**src/rtl/ce_guard_pkg.sv**
```systemverilog
package ce_guard_pkg;
  typedef enum logic [1:0] {
    GATE_BLOCK = 2'd0,
    GATE_PASS  = 2'd1,
    GATE_DRAIN = 2'd2
  } gate_state_e;
endpackage

```
**src/rtl/ce_sync2.sv**
```systemverilog
module ce_sync2 #(
  parameter int unsigned     W       = 1,
  parameter logic [W-1:0]    RST_VAL = '1
) (
  input  logic         clk,
  input  logic         rst_n,
  input  logic [W-1:0] d,
  output logic [W-1:0] q
);
  logic [W-1:0] meta_q;
  logic [W-1:0] sync_q;

  genvar gi;
  generate
    for (gi = 0; gi < int'(W); gi++) begin : g_bit
      always_ff @(posedge clk or negedge rst_n) begin
        if (!rst_n) begin
          meta_q[gi] <= RST_VAL[gi];
          sync_q[gi] <= RST_VAL[gi];
        end else begin
          meta_q[gi] <= d[gi];
          sync_q[gi] <= meta_q[gi];
        end
      end
    end
  endgenerate

  assign q = sync_q;
endmodule

```
**src/rtl/ce_drain_timer.sv**
```systemverilog
module ce_drain_timer #(
  parameter int unsigned HOLD_CYC = 1
) (
  input  logic clk,
  input  logic rst_n,
  input  logic run,
  output logic expired
);
  localparam int unsigned CNT_W = (HOLD_CYC < 2) ? 1 : $clog2(HOLD_CYC);
  localparam logic [CNT_W-1:0] LAST = CNT_W'(HOLD_CYC - 1);

  logic [CNT_W-1:0] cnt_q, cnt_d;
  logic             cnt_en;

  assign expired = run && (cnt_q == LAST);
  assign cnt_en  = !run || !expired;

  always_comb begin
    if (!run) cnt_d = '0;
    else      cnt_d = cnt_q + CNT_W'(1);
  end

  always_ff @(posedge clk or negedge rst_n) begin
    if (!rst_n)      cnt_q <= '0;
    else if (cnt_en) cnt_q <= cnt_d;
  end

  p_idle_clear_r6: assert property (@(posedge clk) disable iff (!rst_n)
    !run |=> (cnt_q == '0));
endmodule

```
**src/rtl/ce_gate_fsm.sv**
```systemverilog
module ce_gate_fsm
  import ce_guard_pkg::*;
(
  input  logic        clk,
  input  logic        rst_n,
  input  logic        sup_act,
  input  logic        ce_hi,
  input  logic        tmo,
  output gate_state_e state,
  output logic        draining
);
  gate_state_e st_q, st_d;

  always_comb begin
    st_d = st_q;
    if (!sup_act) begin
      st_d = GATE_PASS;
    end else begin
      case (st_q)
        GATE_PASS:  st_d = ce_hi ? GATE_BLOCK : GATE_DRAIN;
        GATE_DRAIN: if (ce_hi || tmo) st_d = GATE_BLOCK;
        default:    st_d = GATE_BLOCK;
      endcase
    end
  end

  always_ff @(posedge clk or negedge rst_n) begin
    if (!rst_n) st_q <= GATE_BLOCK;
    else        st_q <= st_d;
  end

  assign state    = st_q;
  assign draining = (st_q == GATE_DRAIN);

  p_idle_cut_r3: assert property (@(posedge clk) disable iff (!rst_n)
    (st_q == GATE_PASS && sup_act && ce_hi) |=> (st_q == GATE_BLOCK));
  p_busy_drain_r4: assert property (@(posedge clk) disable iff (!rst_n)
    (st_q == GATE_PASS && sup_act && !ce_hi) |=> (st_q == GATE_DRAIN));
  p_drain_timeout_r6: assert property (@(posedge clk) disable iff (!rst_n)
    (st_q == GATE_DRAIN && sup_act && tmo) |=> (st_q == GATE_BLOCK));
  p_stay_shut_r8: assert property (@(posedge clk) disable iff (!rst_n)
    (st_q == GATE_BLOCK && sup_act) |=> (st_q == GATE_BLOCK));
  p_reopen_r9: assert property (@(posedge clk) disable iff (!rst_n)
    !sup_act |=> (st_q == GATE_PASS));
  p_legal_state_r11: assert property (@(posedge clk) disable iff (!rst_n)
    (st_q == GATE_BLOCK) || (st_q == GATE_PASS) || (st_q == GATE_DRAIN));
endmodule

```
**src/rtl/ce_guard.sv**
```systemverilog
module ce_guard
  import ce_guard_pkg::*;
#(
  parameter int unsigned CLK_FREQ_HZ = 125_000_000,
  parameter int unsigned HOLD_NS     = 15_000
) (
  input  logic clk,
  input  logic rst_n,
  input  logic sup_reset,
  input  logic ce_in_n,
  output logic ce_out_n,
  output logic gate_open
);
  localparam logic [63:0] HOLD_PROD = 64'(CLK_FREQ_HZ) * 64'(HOLD_NS);
  localparam logic [63:0] HOLD_RAW  = (HOLD_PROD + 64'd999_999_999) / 64'd1_000_000_000;
  localparam int unsigned HOLD_CYC  = (HOLD_RAW == 64'd0) ? 1 : int'(HOLD_RAW);

  logic [1:0]  sync_q;
  logic        sup_s, ce_s;
  logic        tmo, draining;
  gate_state_e state;

  ce_sync2 #(.W(2), .RST_VAL(2'b11)) u_sync (
    .clk   (clk),
    .rst_n (rst_n),
    .d     ({sup_reset, ce_in_n}),
    .q     (sync_q)
  );
  assign sup_s = sync_q[1];
  assign ce_s  = sync_q[0];

  ce_drain_timer #(.HOLD_CYC(HOLD_CYC)) u_timer (
    .clk     (clk),
    .rst_n   (rst_n),
    .run     (draining),
    .expired (tmo)
  );

  ce_gate_fsm u_fsm (
    .clk      (clk),
    .rst_n    (rst_n),
    .sup_act  (sup_s),
    .ce_hi    (ce_s),
    .tmo      (tmo),
    .state    (state),
    .draining (draining)
  );

  assign gate_open = (state != GATE_BLOCK);
  assign ce_out_n  = gate_open ? ce_s : 1'b1;

  p_drain_exits_r5: assert property (@(posedge clk) disable iff (!rst_n)
    (draining && sup_s && ce_s) |=> !gate_open);
  p_drain_keeps_open_r10: assert property (@(posedge clk) disable iff (!rst_n)
    (draining && !sup_s) |=> (gate_open && !draining));
endmodule

```
**config.mk**
```make
export PLATFORM = sky130hd
export DESIGN_NAME = ce_guard
export DESIGN_NICKNAME = d
export VERILOG_FILES = /design/src/rtl/ce_guard_pkg.sv /design/src/rtl/ce_sync2.sv /design/src/rtl/ce_drain_timer.sv /design/src/rtl/ce_gate_fsm.sv /design/src/rtl/ce_guard.sv
export SDC_FILE = /design/constraint.sdc
export NUM_CORES = 1
export LEC_CHECK = 0
export BUFFER_PORTS_ARGS = -buffer_cell sky130_fd_sc_hd__buf_2
export CAP_MARGIN = 0
export CORE_MARGIN = 1.5
export CORE_UTILIZATION = 55
export DETAILED_ROUTE_END_ITERATION = 7
export PLACE_DENSITY = 0.74
export REMOVE_ABC_BUFFERS = 1
export SYNTH_ARGS = -nofsm -noshare
export SYNTH_HDL_FRONTEND = slang
export SYNTH_SLANG_ARGS = --single-unit
```
**constraint.sdc**
```tcl
create_clock -name clk -period 2.9 [get_ports clk]
set_clock_uncertainty 0.2 [all_clocks]
set_input_delay 0.58 -clock clk [delete_from_list [all_inputs] [get_ports clk]]
set_output_delay 0.58 -clock clk [all_outputs]
set_load 0.01 [all_outputs]
```
==> run metrics, run 1 <==
DR WL met2=633 um; largest stage delay on the critical path=0.40 ns; chip width=40.9 um; initial drt markers=23; PD cells=460 nW/um^2; max_slew headroom=0.716; WL/cell=14.8 um; vias in the first global route=515; total gr overflow=0; RSZ-0062 raised after global routing=false; Netlist Area Pre-Place=788 sq um; row cnt=13; Pleak=0.335 nW; total number of vias=573; Die Ht=40.9 um; GP Congestion=0.736; cts hold-fix bufs=1; WS Path Type=reg -> out; Port-buffer cells=5; Yosys reg bits=17; Worst Setup Start Kind=register; endpoints failing hold=0; CP bufs+invs=1; # nets final=89; clk slew on worst S/H paths=0.10 ns; Placeable Area=1320 sq um; top post-synthesis cells by area=dfrtp_1 41%, dfstp_2 13%, a21oi_1 3.8%; element type at the critical path end=output pin; drt first pass iters=4; gr usage total=0.230; clk root buf=clkbuf_4; CP arrival=1.22 ns; number of antenna cells inserted=0; commonest cells after routing, fill and taps aside=13 x dfrtp_1, 6 x nand3_1, 6 x a21oi_1, 5 x buf_2; Routed met1 length=727 um; layout overhead on the synthesized area=9.21%; number of setup buffers added after CTS=0; Pins Over Slew Limit=0; Sw Share=0.237; Crit-path slowest cell=dfrtp_1; post-route ant nets=0; mean cell area of the mapped netlist=10.7 sq um; switching pwr=0.0940 mW; Pint=0.302 mW; CP cell instances=or2_2 > nand2b_1 > buf_2; die area=1670 sq um; DR top layer=met4; vias per inst=5.91; power share of the clock group=0.335; final WL=1.44 mm; TritonCTS Buffers=3; Least-Margin Pin Slew=0.425 ns; io pins=6; Comb pwr share=0.043; Initial Util=0.598; FFs w/ async S/R, synth=1.00; routed length on met3=47 um; TritonCTS clock tree=yes; largest net degree at the start of global routing=18; CTS Sinks=17; final setup TNS=0 ns; ys flop type=dfrtp_1; Skew-Pair Late Insertion Delay=0.30 ns; Synth top area share=0.413; outcome=completed; Pwr Total=0.396 mW; Hold Path Class=in -> reg; number of synthesized flops with an enable pin=0; shortest period the worst path allows=2.00 ns; sequential area share after synthesis=0.546; final core utilization=0.653; Synth area leader=dfrtp_1; commonest non-fill, non-tap cell in the layout=dfrtp_1; antenna violations before repair=0; synth warn=0; # DRC=0; share of cells above drive strength 1=0.220; H-tree Lvls=1; Max Cap Violations=0; first-pass GRT wire length=2.37 mm; fmax=0.500 GHz; Max Buffers Root-to-Sink=2; CP top delay family=flip-flops; Critical Path RT=2.12 ns; Finish-stage setup viols=0; hpwl dp=1.01 mm; CP max FO=4; Worst VDD drop=0.000240 V; post-synth cell types=27; Sequential Power Share=0.622; Post-CTS Resized=0; Period Utilization, post-route=0.690; Post-Syn Instances=74
## flip-flops by register name (all words and copies together), names as in the netlist
signal	flops
u_sync.meta_q	2
u_timer.cnt_q	11
u_fsm.state	2
u_sync.q	2
## power groups by stage
stage / Sequential [mW] / Combinational (mW) / Clock, mW
floorplan: 0.250 / 0.00685 / 0
global placement: 0.251 / 0.0158 / 0
detailed placement: 0.251 / 0.0163 / 0
CTS: 0.246 / 0.0173 / 0.134
global route: 0.247 / 0.0192 / 0.140
finish: 0.246 / 0.0170 / 0.133
## worst reg2reg max path: stages, from the launching register on
cell	delay (ns)
dfrtp_1	0.46
inv_1	0.09
ha_1	0.14
nand4bb_1	0.25
o31a_1	0.35
nor3_1	0.16
## synth_stat cells (2+ instances only)
cell type / n
or3_2: 3
dfrtp_1: 13
nor4_1: 2
xor2_1: 2
o31a_1: 2
nand2b_1: 3
nor2_1: 2
or4_1: 2
ha_1: 2
dfstp_2: 4
nor3_1: 4
o31ai_1: 3
nand2_1: 3
a21oi_1: 6
nand3_1: 6
o21ai_0: 4
inv_1: 3
## worst paths after layout
kind / from / to / slack [ns] / depth (start not counted)
max: u_fsm.state[1] / ce_out_n / 0.90 / 3
min: ce_in_n / u_sync.meta_q[0] / 0.16 / 1
max reg2reg: u_timer.cnt_q[0] / u_timer.cnt_q[1] / 1.17 / 5
min reg2reg: u_sync.meta_q[0] / u_sync.q[0] / 0.16 / 0
max in group asynchronous: rst_n / u_sync.meta_q[1] / 1.67 / 2
min in group asynchronous: rst_n / u_timer.cnt_q[3] / 0.51 / 2
## kinds of logic after synthesis
group,after synthesis,synth area share
and+or+nand+nor,31,0.240
DFF,17,0.546
buffers and inverters,5,0.0254
AOI/OAI and AO/OA,16,0.124
xor gates and xnor gates,3,0.0333
adders and majority gates,2,0.0317
## per-stage QoR
step                      instances  instance area, sq um  hold slack [ns]  worst slack, ns
after floorplan                  72                   779           0.0844             1.30
after global placement           92                   823            0.147             1.24
after CTS                        97                   861            0.159            0.891
after global routing             97                   861            0.150            0.853
final                            97                   861            0.161            0.899
after detailed placement         92                   823            0.147             1.18
## layout make-up
type	count	area, sq um
clock buffer	3	22.5
timing repair buffer	6	35.0
fill	102	457
inverter	3	11.3
multi-input combinational	52	338
clock inverter	1	5.00
sequential	17	430
tap	15	18.8
## metal layers
metal,GRT usage,up-vias
met5,0,-
met4,0.150,0
met3,0.0489,3
met2,0.332,15
met1,0.308,269
li1,-,286
Note: power is estimated with default switching activity, not from simulation.
==> run 2: changes to the inputs <==
Settings changed: ABC_AREA from default to 1, CORE_UTILIZATION 55 to 51, PLACE_DENSITY 0.74 to 0.72.
Clock period 2.9 ns to 1.6 ns, I/O delays scaled along.
==> run 2 against run 1 <==
Combinational power rose to 2.7 times the previous value. The flow now finishes with violations (negative setup slack). Global-route usage down 4.4 points. Non-clock buffer count up 5. Clock power up 79%. Sequential power up 81%.
==> run metrics, run 2 <==
cell area after layout=970 sq um; Pins Over Slew Limit=0; largest net degree at the start of global routing=18; Top reg by flops=u_timer.cnt_q; antenna violations before repair=0; Initial Util=0.548; CP max FO=2; outcome=complete, but fails checks; Worst Setup Start Kind=register; final WL=1.63 mm; total number of vias=672; Yosys reg bits=17; failing checks=negative setup slack; DP Area=868 sq um; Synth area leader=dfrtp_1; total gr overflow=0; max FFs per register=11; Hold Path Class=reg -> reg; TritonCTS clock tree=yes; TritonCTS Buffers=3; CP arrival=1.09 ns; number of antenna cells inserted=0; Skew-Pair Late Insertion Delay=0.29 ns; Period Utilization, post-route=1.01; Least-Margin Pin Slew=0.380 ns; GP Congestion=0.836; Placeable Area=1520 sq um; # DRC=0; final setup TNS=-0.0140 ns; final core utilization=0.636; PD cells=752 nW/um^2; CTS Sinks=17; drt first pass iters=5; first-pass GRT wire length=2.60 mm; clk slew on worst S/H paths=0.11 ns; ys flop type=dfrtp_1; max_slew headroom=0.747; share of cells above drive strength 1=0.275; Netlist Area Pre-Place=836 sq um; Max Cap Violations=0; Final WS setup=-0.0139 ns; smallest hold slack=0.162 ns; Post-Syn Instances=96; Post-Place Cells=115; Finished Layout Cells=125; Fillers=127; Pwr Total=0.730 mW; row cnt=14; Finish-stage setup viols=2; H-tree Lvls=1; Synth top area share=0.389; io pins=6; Max Buffers Root-to-Sink=2; commonest cells after routing, fill and taps aside=13 x dfrtp_1, 12 x inv_1, 12 x nor2_1, 10 x nand2_1, 8 x nand3_1; vias in the first global route=621; WL/cell=13.0 um; # nets final=116; shortest period the worst path allows=1.61 ns; Die Ht=43.5 um; die area=1890 sq um; endpoints failing hold=0; fmax=0.620 GHz; RSZ-0062 raised after global routing=true; gr usage total=0.186; WS Path Type=reg -> out; synth warn=0; cells on worst reg2reg path=5; chip width=43.5 um; number of synthesized flops with an enable pin=0; Worst VDD drop=0.000476 V; Critical Path RT=1.08 ns; hold path depth=0; initial drt markers=19; most frequent cell after synthesis=dfrtp_1; Port-buffer cells=5; element type at the critical path end=output pin; vias per inst=5.38; clk root buf=clkbuf_4; Pleak=0.393 nW; Place WS=0.0984 ns; commonest non-fill, non-tap cell in the layout=dfrtp_1; FFs w/ async S/R, synth=1.00; post-synth cell types=23; top post-synthesis cells by area=dfrtp_1 39%, dfstp_2 13%, inv_1 5.4%; post-route ant nets=0; layout overhead on the synthesized area=16.0%; Synth top cells by count=13 x dfrtp_1, 12 x inv_1, 12 x nand2_1, 12 x nor2_1, 8 x nand3_1; sequential area share after synthesis=0.515; hpwl dp=1.08 mm; mean cell area of the mapped netlist=8.71 sq um
run 2: cell count changes after synthesis, moves of 3 or more:
cell / delta
nor2_1: +10
inv_1: +9
nand2_1: +9
nor3_1: -4
or3_2: -3
o31ai_1: -3
nand2b_1: -3
nor2_2: +4
nand2_2: +3
run 2: repair_timing:
| action | CTS | global route |
|---|---|---|
| setup buffers | 1 | 2 |
| hold buffers | 3 | 0 |
| gates resized for setup | 1 | 5 |
| endpoints found under the setup margin | 2 | 6 |
| pin swaps | 0 | 1 |
| hold endpoints to repair | 15 | 0 |
| gates cloned | 0 | 0 |
run 2: worst max-delay path, stage by stage, from the launching register on:
cell and delay [ns]:
dfrtp_1 0.39, or2_4 0.25, nand2_2 0.06, buf_6 0.09
run 2: power breakdown:
part | internal (mW) | leakage (nW) | switching [mW] | total, mW
Clock | 0.0930 | 0.0177 | 0.145 | 0.238
Sequential | 0.442 | 0.221 | 0.00408 | 0.446
Combinational | 0.0207 | 0.154 | 0.0247 | 0.0454
run 2: final timing paths:
| check | startpoint | end | slack, ns |
|---|---|---|---|
| worst min-delay path | u_sync.meta_q[1] | u_sync.q[1] | 0.16 |
| worst max register to register | u_timer.cnt_q[0] | u_timer.cnt_q[4] | 0.05 |
| min in group asynchronous | rst_n | u_timer.cnt_q[5] | 0.26 |
| max in group asynchronous | rst_n | u_sync.meta_q[0] | 0.63 |
| worst max-delay path | u_fsm.state[0] | ce_out_n | -0.01 |
| worst min register to register | u_sync.meta_q[1] | u_sync.q[1] | 0.16 |
run 2: final cells by class:
type	count	area, sq um	share of cell area
timing repair buffer	11	83.8	0.0865
tap	16	20.0	0.0206
sequential	17	430	0.444
clock inverter	1	5.00	0.00516
inverter	12	45.0	0.0465
clock buffer	3	22.5	0.0232
multi-input combinational	65	363	0.374
run 2: logic make-up after synthesis:
family / Yosys count / synth area share
buffers and inverters: 14 / 0.0689
flip-flops: 17 / 0.515
AND/OR/NAND/NOR: 47 / 0.284
adder cells (fa/ha/maj): 2 / 0.0299
AO/OA/AOI/OAI: 15 / 0.0913
XOR/XNOR: 1 / 0.0105
run 2: per-layer routing:
metal,vias up,wire [um],global-route usage
li1,338,-,-
met3,2,105,0.0333
met2,31,752,0.260
met1,301,756,0.267
met5,-,0,0
met4,0,14,0.115
